[src/rtl/pxfmt_pkg.sv]
package pxfmt_pkg;
  typedef struct packed {
    logic emit16;
    logic blank16;
    logic emitC8;
    logic emitY8;
    logic selCr;
    logic activeOut;
  } fmtStrobes_t;
endpackage

[src/rtl/pxfmt_ctrl.sv]
module pxfmt_ctrl
  import pxfmt_pkg::*;
(
  input  logic        clk,
  input  logic        rst,
  input  logic        mode8,
  input  logic        inValid,
  input  logic        inActive,
  input  logic        inLineStart,
  output fmtStrobes_t strobes
);
  logic phase;
  logic pending;
  logic curPhase;
  logic accept16;
  logic accept8;
  logic acceptAny;

  always_comb begin
    accept16  = !mode8 && inValid;
    accept8   = mode8 && inValid && inActive && !pending;
    acceptAny = accept16 || accept8;
    curPhase  = inLineStart ? 1'b0 : phase;

    strobes.emit16    = accept16;
    strobes.blank16   = accept16 && !inActive;
    strobes.emitC8    = accept8;
    strobes.emitY8    = pending && mode8;
    strobes.selCr     = curPhase;
    strobes.activeOut = mode8 || inActive;
  end

  always_ff @(posedge clk) begin
    if (rst) begin
      phase   <= 1'b0;
      pending <= 1'b0;
    end else begin
      pending <= accept8;
      if (acceptAny) phase <= !curPhase;
    end
  end

  // a pixel taken with a line-start marker leaves the phase at Cr for the next one
  p_linestart_phase_r3: assert property (@(posedge clk) disable iff (rst)
    (!$past(rst) && $past(acceptAny && inLineStart)) |-> phase);

  // gaps leave the phase untouched
  p_gap_holds_phase_r3: assert property (@(posedge clk) disable iff (rst)
    (!$past(rst) && !$past(acceptAny)) |-> $stable(phase));
endmodule

[src/rtl/pxfmt_dp.sv]
module pxfmt_dp
  import pxfmt_pkg::*;
#(
  parameter int DATA_W = 8,
  parameter logic [DATA_W-1:0] BLANK_Y = 8'h10,
  parameter logic [DATA_W-1:0] BLANK_C = 8'h80
) (
  input  logic              clk,
  input  logic              rst,
  input  fmtStrobes_t       strobes,
  input  logic [DATA_W-1:0] inLuma,
  input  logic [DATA_W-1:0] inCb,
  input  logic [DATA_W-1:0] inCr,
  output logic              outValid,
  output logic              outActive,
  output logic [DATA_W-1:0] outLuma,
  output logic [DATA_W-1:0] outChroma
);
  logic [DATA_W-1:0] lumaHold;
  logic [DATA_W-1:0] chromaSel;

  always_comb chromaSel = strobes.selCr ? inCr : inCb;

  always_ff @(posedge clk) begin
    if (rst) begin
      outValid  <= 1'b0;
      outActive <= 1'b0;
      outLuma   <= BLANK_Y;
      outChroma <= BLANK_C;
      lumaHold  <= BLANK_Y;
    end else begin
      outValid  <= strobes.emit16 || strobes.emitC8 || strobes.emitY8;
      outActive <= strobes.activeOut;
      if (strobes.emit16) begin
        outLuma   <= strobes.blank16 ? BLANK_Y : inLuma;
        outChroma <= strobes.blank16 ? BLANK_C : chromaSel;
      end else if (strobes.emitC8) begin
        outLuma   <= chromaSel;
        outChroma <= BLANK_C;
        lumaHold  <= inLuma;
      end else if (strobes.emitY8) begin
        outLuma   <= lumaHold;
        outChroma <= BLANK_C;
      end
    end
  end

  // at most one byte source per cycle
  p_one_source_r5: assert property (@(posedge clk) disable iff (rst)
    $onehot0({strobes.emit16, strobes.emitC8, strobes.emitY8}));

  // a luma byte is only sent right after its chroma byte
  p_luma_after_chroma_r5: assert property (@(posedge clk) disable iff (rst)
    (!$past(rst) && strobes.emitY8) |-> $past(strobes.emitC8));

  // valid output outside the active region carries black levels
  p_blank_levels_r4: assert property (@(posedge clk) disable iff (rst)
    (outValid && !outActive) |-> (outLuma == BLANK_Y && outChroma == BLANK_C));
endmodule

[src/rtl/pxfmt_top.sv]
module pxfmt_top
  import pxfmt_pkg::*;
#(
  parameter int DATA_W = 8
) (
  input  logic              clk,
  input  logic              rst,
  input  logic              mode8,
  input  logic              inValid,
  input  logic              inActive,
  input  logic              inLineStart,
  input  logic [DATA_W-1:0] inLuma,
  input  logic [DATA_W-1:0] inCb,
  input  logic [DATA_W-1:0] inCr,
  output logic              outValid,
  output logic              outActive,
  output logic [DATA_W-1:0] outLuma,
  output logic [DATA_W-1:0] outChroma
);
  localparam logic [DATA_W-1:0] BlankY = DATA_W'(16) << (DATA_W - 8);
  localparam logic [DATA_W-1:0] BlankC = DATA_W'(1) << (DATA_W - 1);

  fmtStrobes_t strobes;

  pxfmt_ctrl u_ctrl (
    .clk(clk), .rst(rst), .mode8(mode8), .inValid(inValid),
    .inActive(inActive), .inLineStart(inLineStart), .strobes(strobes)
  );

  pxfmt_dp #(.DATA_W(DATA_W), .BLANK_Y(BlankY), .BLANK_C(BlankC)) u_dp (
    .clk(clk), .rst(rst), .strobes(strobes), .inLuma(inLuma),
    .inCb(inCb), .inCr(inCr), .outValid(outValid), .outActive(outActive),
    .outLuma(outLuma), .outChroma(outChroma)
  );

  // single-bus format keeps the active flag high
  p_active_in_mode8_r6: assert property (@(posedge clk) disable iff (rst)
    (!$past(rst) && $past(mode8)) |-> outActive);

  // reset clears the valid flag
  p_reset_clears_r1: assert property (@(posedge clk)
    $past(rst) |-> (!outValid && !outActive));
endmodule

[config.mk]
export PLATFORM = sky130hd
export DESIGN_NAME = pxfmt_top
export DESIGN_NICKNAME = d
export VERILOG_FILES = /design/src/rtl/pxfmt_pkg.sv /design/src/rtl/pxfmt_ctrl.sv /design/src/rtl/pxfmt_dp.sv /design/src/rtl/pxfmt_top.sv
export SDC_FILE = /design/constraint.sdc
export NUM_CORES = 1
export LEC_CHECK = 0
export CAP_MARGIN = 20
export CORE_UTILIZATION = 55
export DETAILED_ROUTE_END_ITERATION = 10
export DONT_BUFFER_PORTS = 1
export HOLD_SLACK_MARGIN = 0.06
export PLACE_DENSITY = 0.71
export SLEW_MARGIN = 0
export SYNTH_ARGS = -nofsm -noshare
export SYNTH_HDL_FRONTEND = slang
export SYNTH_SLANG_ARGS = --single-unit
export TNS_END_PERCENT = 1
[constraint.sdc]
create_clock -name clk -period 2 [get_ports clk]
set_input_delay 0.2 -clock clk [delete_from_list [all_inputs] [get_ports clk]]
set_output_delay 0.2 -clock clk [all_outputs]
set_load 0.005 [all_outputs]
==> results of run 1 <==
[final cells by class]
| type | count | area (sq um) |
|---|---|---|
| diodes | 1 | 2.50 |
| fillers | 196 | 795 |
| multi-input cells | 119 | 697 |
| well taps | 28 | 35.0 |
| flip-flops and latches | 28 | 561 |
| repair buffers | 12 | 118 |
| inverters | 1 | 3.75 |
| clock buffers | 3 | 22.5 |
[synth_stat cells]
cell type	instances	share of area
sky130_fd_sc_hd__a221oi_1	2	0.013
sky130_fd_sc_hd__nor2_1	31	0.088
sky130_fd_sc_hd__mux2i_1	8	0.060
sky130_fd_sc_hd__a2bb2oi_1	7	0.046
sky130_fd_sc_hd__o22ai_1	1	0.0047
sky130_fd_sc_hd__a211oi_1	2	0.011
sky130_fd_sc_hd__mux2_2	1	0.0085
sky130_fd_sc_hd__clkbuf_1	5	0.014
sky130_fd_sc_hd__a211oi_2	4	0.038
sky130_fd_sc_hd__nor2b_1	1	0.0047
sky130_fd_sc_hd__nand2b_1	5	0.024
sky130_fd_sc_hd__a21boi_0	1	0.0057
sky130_fd_sc_hd__a22oi_1	1	0.0057
sky130_fd_sc_hd__a22o_1	1	0.0066
sky130_fd_sc_hd__a211o_1	7	0.046
sky130_fd_sc_hd__inv_1	1	0.0028
sky130_fd_sc_hd__and4b_2	1	0.0085
sky130_fd_sc_hd__nand3b_1	1	0.0057
sky130_fd_sc_hd__a21oi_1	18	0.068
sky130_fd_sc_hd__buf_6	2	0.017
sky130_fd_sc_hd__dfxtp_1	28	0.42
sky130_fd_sc_hd__nand2_1	25	0.071
sky130_fd_sc_hd__buf_1	2	0.0057
sky130_fd_sc_hd__nor3_1	1	0.0038
sky130_fd_sc_hd__buf_2	3	0.011
sky130_fd_sc_hd__and3b_1	1	0.0066
[cells by family after synthesis]
family                 synth area share
AND/OR/NAND/NOR                   0.212
AO/OA/AOI/OAI                     0.246
buffers and inverters            0.0510
multiplexers                     0.0689
flip-flops                        0.423
[tightest hold or removal path: stages]
cell	delay [ns]
sky130_fd_sc_hd__a21oi_1	0.02
sky130_fd_sc_hd__nor2_1	0.09
sky130_fd_sc_hd__a211oi_1	0.08
[power breakdown]
part	switching (uW)	leakage (uW)	internal [uW]
Combinational	81.5	0.000325	75.7
Clock	155	0.0000138	70.7
Sequential	18.9	0.000229	586
[sequential cells by signal, indices dropped and copies added (netlist names)]
| register | cells |
|---|---|
| u_dp.outLuma | 8 |
| u_ctrl.pending | 1 |
| u_dp.outChroma | 8 |
| u_dp.lumaHold | 8 |
| u_ctrl.phase | 1 |
| u_dp.outActive | 1 |
| u_dp.outValid | 1 |
[worst min-delay path by stage]
stage	cells after the start	slack (ns)	to	from
final	3	0.10	u_dp.outLuma[0]	mode8
after global routing	3	0.1	u_dp.outLuma[0]	mode8
after CTS	3	0.09	u_dp.outLuma[1]	mode8
after detailed placement	1	0.27	u_dp.outLuma[6]	rst
after global placement	1	0.27	u_dp.outLuma[2]	rst
after floorplan	2	0.32	u_dp.lumaHold[4]	inLuma[4]
[metrics by stage]
| step | instances | setup WS (ns) |
|---|---|---|
| 3_5_place_dp | 177 | 0.411 |
| 2_1_floorplan | 160 | 0.598 |
| 6_report | 192 | 0.364 |
| 4_1_cts | 191 | 0.352 |
| 5_1_grt | 192 | 0.206 |
| 3_3_place_gp | 177 | 0.438 |
[layer usage]
| metal | global-route usage | share of wire | up-vias |
|---|---|---|---|
| met1 | 0.318 | 0.43 | 523 |
| met4 | 0.111 | 0.019 | 0 |
| met2 | 0.364 | 0.43 | 61 |
| met5 | 0 | 0 | - |
| met3 | 0.0833 | 0.13 | 6 |
| li1 | - | - | 568 |
==> parameters.txt, run 1 <==
Parameter                              Value

Setup path
  Reg2Reg Depth    4
  Worst Path Max Fanout    22
  Crit Reg-Reg Startpoint    u_ctrl.pending
  CP max-delay cell    sky130_fd_sc_hd__and4b_2
  WP data arrival    roughly 1.9 ns
  Worst Setup End Kind    flip-flop
  Crit-path cells    and4b_2 > nor2_1 > a211o_1 > a211oi_1
  Family of cells with the greatest summed delay on the critical path    simple AND/OR/NAND/NOR gates
  Critical path startpoint category    flip-flop
  End of the critical path    u_dp.outLuma[0]
  Largest stage delay on the critical path    0.56 ns
  Category of the critical setup timing path    reg2reg
  Register-to-register path setup slack    0.36 ns
  Endpoint of the worst register-to-register path    u_dp.outLuma[0]
  Number of stages on the worst setup path    4
  Launching element of the worst setup path    u_ctrl.pending
  WP buf/inv    0
  Critical Path RT    2.24 ns

Global route
  Pin count of the biggest net entering global routing    29
  Via count of the first global-routing pass    1012
  Initial antenna violation count    1
  Global routing usage summed across all routing layers    0.245
  Global route overflow    0
  Global-route wire length before repair    4720 um

Finish
  Leading cell types in the layout, fill and taps excluded    sky130_fd_sc_hd__nor2_1, sky130_fd_sc_hd__dfxtp_1, sky130_fd_sc_hd__nand2_1, sky130_fd_sc_hd__a21oi_1, sky130_fd_sc_hd__dlygate4sd3_1
  Layout cells sized above 1    0.0613
  Fraction of the core area covered by cells at the end of the flow    0.644
  Final instance area    1440 sq um
  Leading cell type in the layout, fill and taps excluded    sky130_fd_sc_hd__nor2_1
  # nets final    195
  Relative area change from synthesis to final layout    8.59%

Synth
  Portion of the post-synthesis area used by sequential elements    0.423
  Synthesized flop and latch total    28
  Synthesized instance count    160
  Post-Syn Nets    190
  Number of different library cells in the post-synthesis netlist    26
  Synth Cell Area    1330 sq um
  Warnings, synthesis    0
  Syn Area/Cell    8.28 sq um

Min path
  Class of the most critical hold timing path    in2reg

Timing
  Rel. slew slack    0.281
  Final critical delay including setup and external delays    1.64 ns
  FMAX    0.611 GHz
  Worst clock skew    0.00193 ns
  Actual slew at the worst max-slew pin    1.07 ns
  Fin. Hold Viols    0
  Setup repair after global routing missed its margin    false
  Final setup viols    0
  Part of the cycle the worst path needs    0.818
  Post-Route Hold Slack    ~0.10 ns
  Number of max-slew violations in the final report    0
  Post-Route Setup TNS    0 ns

Place
  Total cell area at the placement stage    1300 sq um
  Final RePlAce weighted congestion    0.818
  Dpl hpwl    2060 um
  Count of buffers inserted at the top-level ports    0

Route
  Via count    1158
  Count of TritonRoute iterations in the first routing pass    4
  Routed via count divided by cell count    just over 6
  Post-route antenna net violation count    0
  Routed WL per cell    approximately 15 um
  Iter 0 DRT Violations    19
  Wire length reported by the detailed router    2900 um
  Post-detailed-route DRC marker count    0

Status
  Result of the run    finished clean

CTS
  Cell at the root of the clock tree    sky130_fd_sc_hd__clkbuf_4
  Number of H-tree branching levels    1
  Clock tree from TritonCTS    built
  Clock network latency to the later pin of the worst-skew pair    0.32 ns
  Clk pin slew, worst setup/hold paths    0.14 ns
  Num CTS Buffers    3
  Clk sink count    28
  # hold bufs at CTS    11
  Post-CTS Resized    0
  Deepest clock path buffer count    2
  Number of post-CTS setup repair buffers    0

Die
  Core Region    approximately 2200 sq um
  Rows    17
  Die extent in x    51.1 um
  Initial standard-cell utilization of the core    0.593
  Die extent in y    51.1 um
  Area of the die    2610 sq um
  # IOs    48

Run
  Max-capacitance violation count    0

Pwr
  Areal power density over the cells    687 nW/um^2
  Overall power of the completed layout    989 uW
  Total leakage power    0.000569 uW
  Maximum resistive drop on vdd    390 uV
Note: power is estimated with default switching activity, not from simulation.
==> run 2, diff against run 1 <==
PLACE_DENSITY = 0.74   (was 0.71)
clock period = 1.44 ns   (was 2 ns; I/O delays follow)
==> parameters.txt, run 2 (synthesis results as in run 1) <==
Parameter                              Value

Status
  Result of the run    finished clean

Die
  Core Region    2230 sq um (unchanged)
  Die extent in y    51.1 um (unchanged)
  Die extent in x    51.1 um (unchanged)
  Initial standard-cell utilization of the core    0.593 (unchanged)
  Area of the die    2610 sq um (unchanged)
  Rows    17 (unchanged)
  # IOs    48 (unchanged)

Timing
  Final critical delay including setup and external delays    1.41 ns (-0.229 ns)
  Number of max-slew violations in the final report    0 (unchanged)
  Fin. Hold Viols    0 (unchanged)
  Final setup viols    0 (unchanged)
  FMAX    0.711 GHz (+16%)
  Worst clock skew    0.00734 ns (+0.00541 ns)
  Part of the cycle the worst path needs    0.977 (+0.159)
  Actual slew at the worst max-slew pin    0.520 ns (-0.554 ns)
  Final critical-path setup slack    0.0334 ns (-0.331 ns)
  Rel. slew slack    0.653 (+0.371)

Finish
  Filler Cell Count    187 (-4.6%)
  Relative area change from synthesis to final layout    17.8%
  Final instance area    1560 sq um (+8.5%)
  Leading cell type in the layout, fill and taps excluded    sky130_fd_sc_hd__nor2_1
  Leading cell types in the layout, fill and taps excluded    sky130_fd_sc_hd__nor2_1, sky130_fd_sc_hd__dfxtp_1, sky130_fd_sc_hd__nand2_1, sky130_fd_sc_hd__a21oi_1, sky130_fd_sc_hd__dlygate4sd3_1
  Layout cells sized above 1    0.134 (+0.0724)
  Top flop regs    u_dp.lumaHold (8), u_dp.outChroma (8), u_dp.outLuma (8)
  Diodes inserted    0 (-1)
  # nets final    203 (+4.1%)

Setup path
  Family of cells with the greatest summed delay on the critical path    compound AO/OA/AOI/OAI gates
  WP data arrival    1.68 ns (-0.20 ns)
  CP max-delay cell    sky130_fd_sc_hd__dfxtp_1
  Worst Setup End Kind    flip-flop
  Crit Reg-Reg Startpoint    u_ctrl.pending
  Critical Path RT    1.71 ns (-0.53 ns)
  Register-to-register path setup slack    0.03 ns (-0.33 ns)
  Worst Path Max Fanout    7 (-68%)
  Category of the critical setup timing path    reg2reg
  WP buf/inv    1 (+1)
  Crit-path cells    and4b_2 > buf_4 > a211o_1 > a211oi_2
  Critical path startpoint category    flip-flop
  Launching element of the worst setup path    u_ctrl.pending
  Largest stage delay on the critical path    0.40 ns (-0.16 ns)

Min path
  Startpoint of the worst hold path    mode8
  Class of the most critical hold timing path    in2reg

Route
  Post-route antenna net violation count    0 (unchanged)
  Wire length reported by the detailed router    3250 um (+12%)
  Routed via count divided by cell count    6.03 (-0.10%)
  Iter 0 DRT Violations    53 (+34)
  Via count    1205 (+4.1%)
  Routed WL per cell    16.3 um (+7.6%)
  Count of TritonRoute iterations in the first routing pass    4 (unchanged)
  Post-detailed-route DRC marker count    0 (unchanged)

CTS
  Number of H-tree branching levels    1 (unchanged)
  Clk pin slew, worst setup/hold paths    0.15 ns (about the same)
  Clock network latency to the later pin of the worst-skew pair    0.33 ns (about the same)
  Clk sink count    28 (unchanged)
  Clock tree from TritonCTS    built
  Num CTS Buffers    3 (unchanged)
  Cell at the root of the clock tree    sky130_fd_sc_hd__clkbuf_4
  Deepest clock path buffer count    2 (unchanged)

Place
  Worst-case setup slack after placement    0.00264 ns (-0.409 ns)
  Total cell area at the placement stage    1340 sq um (+2.7%)
  Dpl hpwl    2180 um (+6.0%)
  Count of buffers inserted at the top-level ports    0 (unchanged)
  Final RePlAce weighted congestion    0.804 (-1.7%)

Global route
  Pin count of the biggest net entering global routing    29 (unchanged)
  Global routing usage summed across all routing layers    0.244 (-0.000796)
  Initial antenna violation count    0 (-1)
  Global-route wire length before repair    4840 um (+2.5%)
  Via count of the first global-routing pass    1089 (+7.6%)
  Global route overflow    0 (unchanged)

Pwr
  Overall power of the completed layout    1480 uW (+50%)
  Areal power density over the cells    949 nW/um^2 (+38%)
  Maximum resistive drop on vdd    648 uV (+66%)
  Total leakage power    0.000636 uW (+12%)

Run
  Max-capacitance violation count    0 (unchanged)
-- run 2: changes by cell type in the layout (fill, tap and decap cells not counted) --
cell,previous run,this run
sky130_fd_sc_hd__a211oi_1,2,1
sky130_fd_sc_hd__a211oi_2,4,5
sky130_fd_sc_hd__a221oi_1,2,1
sky130_fd_sc_hd__a221oi_2,0,1
sky130_fd_sc_hd__and4b_4,0,1
sky130_fd_sc_hd__buf_12,0,2
sky130_fd_sc_hd__buf_4,1,6
sky130_fd_sc_hd__clkbuf_8,0,1
sky130_fd_sc_hd__dfxtp_1,28,27
sky130_fd_sc_hd__dfxtp_2,0,1
sky130_fd_sc_hd__diode_2,1,0
sky130_fd_sc_hd__nand2b_1,5,4
sky130_fd_sc_hd__nand2b_4,0,1
-- run 2: worst min-delay path: cells and delay by family --
kind / cells / cell delay [ns]
AO/OA/AOI/OAI: 2 / 0.09
AND/OR/NAND/NOR: 1 / 0.11
-- run 2: per-layer routing --
layer	share of wire	track usage
met1	0.42	0.322
met2	0.47	0.395
met3	0.094	0.0595
met4	0.013	0.0694
met5	0	0
-- run 2: stage by stage --
stage               hold slack (ns)   TNS, ns  utilization  instances
floorplan                     0.268         0            -        160
global placement              0.212         0        0.599        180
detailed placement            0.214         0        0.599        180
CTS                          -0.150  -0.00619        0.624        185
global route                 0.0573   -0.0407        0.699        200
finish                       0.0455         0        0.699        200
-- run 2: area by class of cell --
| type | count | area [sq um] | area share |
|---|---|---|---|
| Clock buffer | 4 | 36.3 | 0.0232 |
| Tap cell | 28 | 35.0 | 0.0224 |
| Timing Repair Buffer | 19 | 195 | 0.125 |
| Multi-Input combinational cell | 120 | 729 | 0.467 |
| Sequential cell | 28 | 562 | 0.360 |
| Inverter | 1 | 3.75 | 0.00240 |
-- run 2: what timing repair did --
item                                    in CTS  in global routing
cloned                                       0                  1
endpoints found under the setup margin       2                  7
endpoints found under the hold margin       28                 27
hold buffers                                 1                 11
gates resized for setup                      2                  3
buffers inserted                             0                  3
pin swaps                                    0                  2
-- run 2: final timing paths --
check | endpoint | cells after the start
hold / removal | u_dp.outLuma[5] | 3
setup reg to reg | u_dp.outLuma[1] | 4
hold reg to reg | u_dp.lumaHold[7] | 2
setup / recovery | u_dp.outLuma[1] | 4
-- run 2: power breakdown --
part	total, uW	leakage (uW)	switching (uW)	internal, uW
clock network	388	0.0000210	233	155
registers	844	0.000230	29.1	815
logic	250	0.000385	122	128
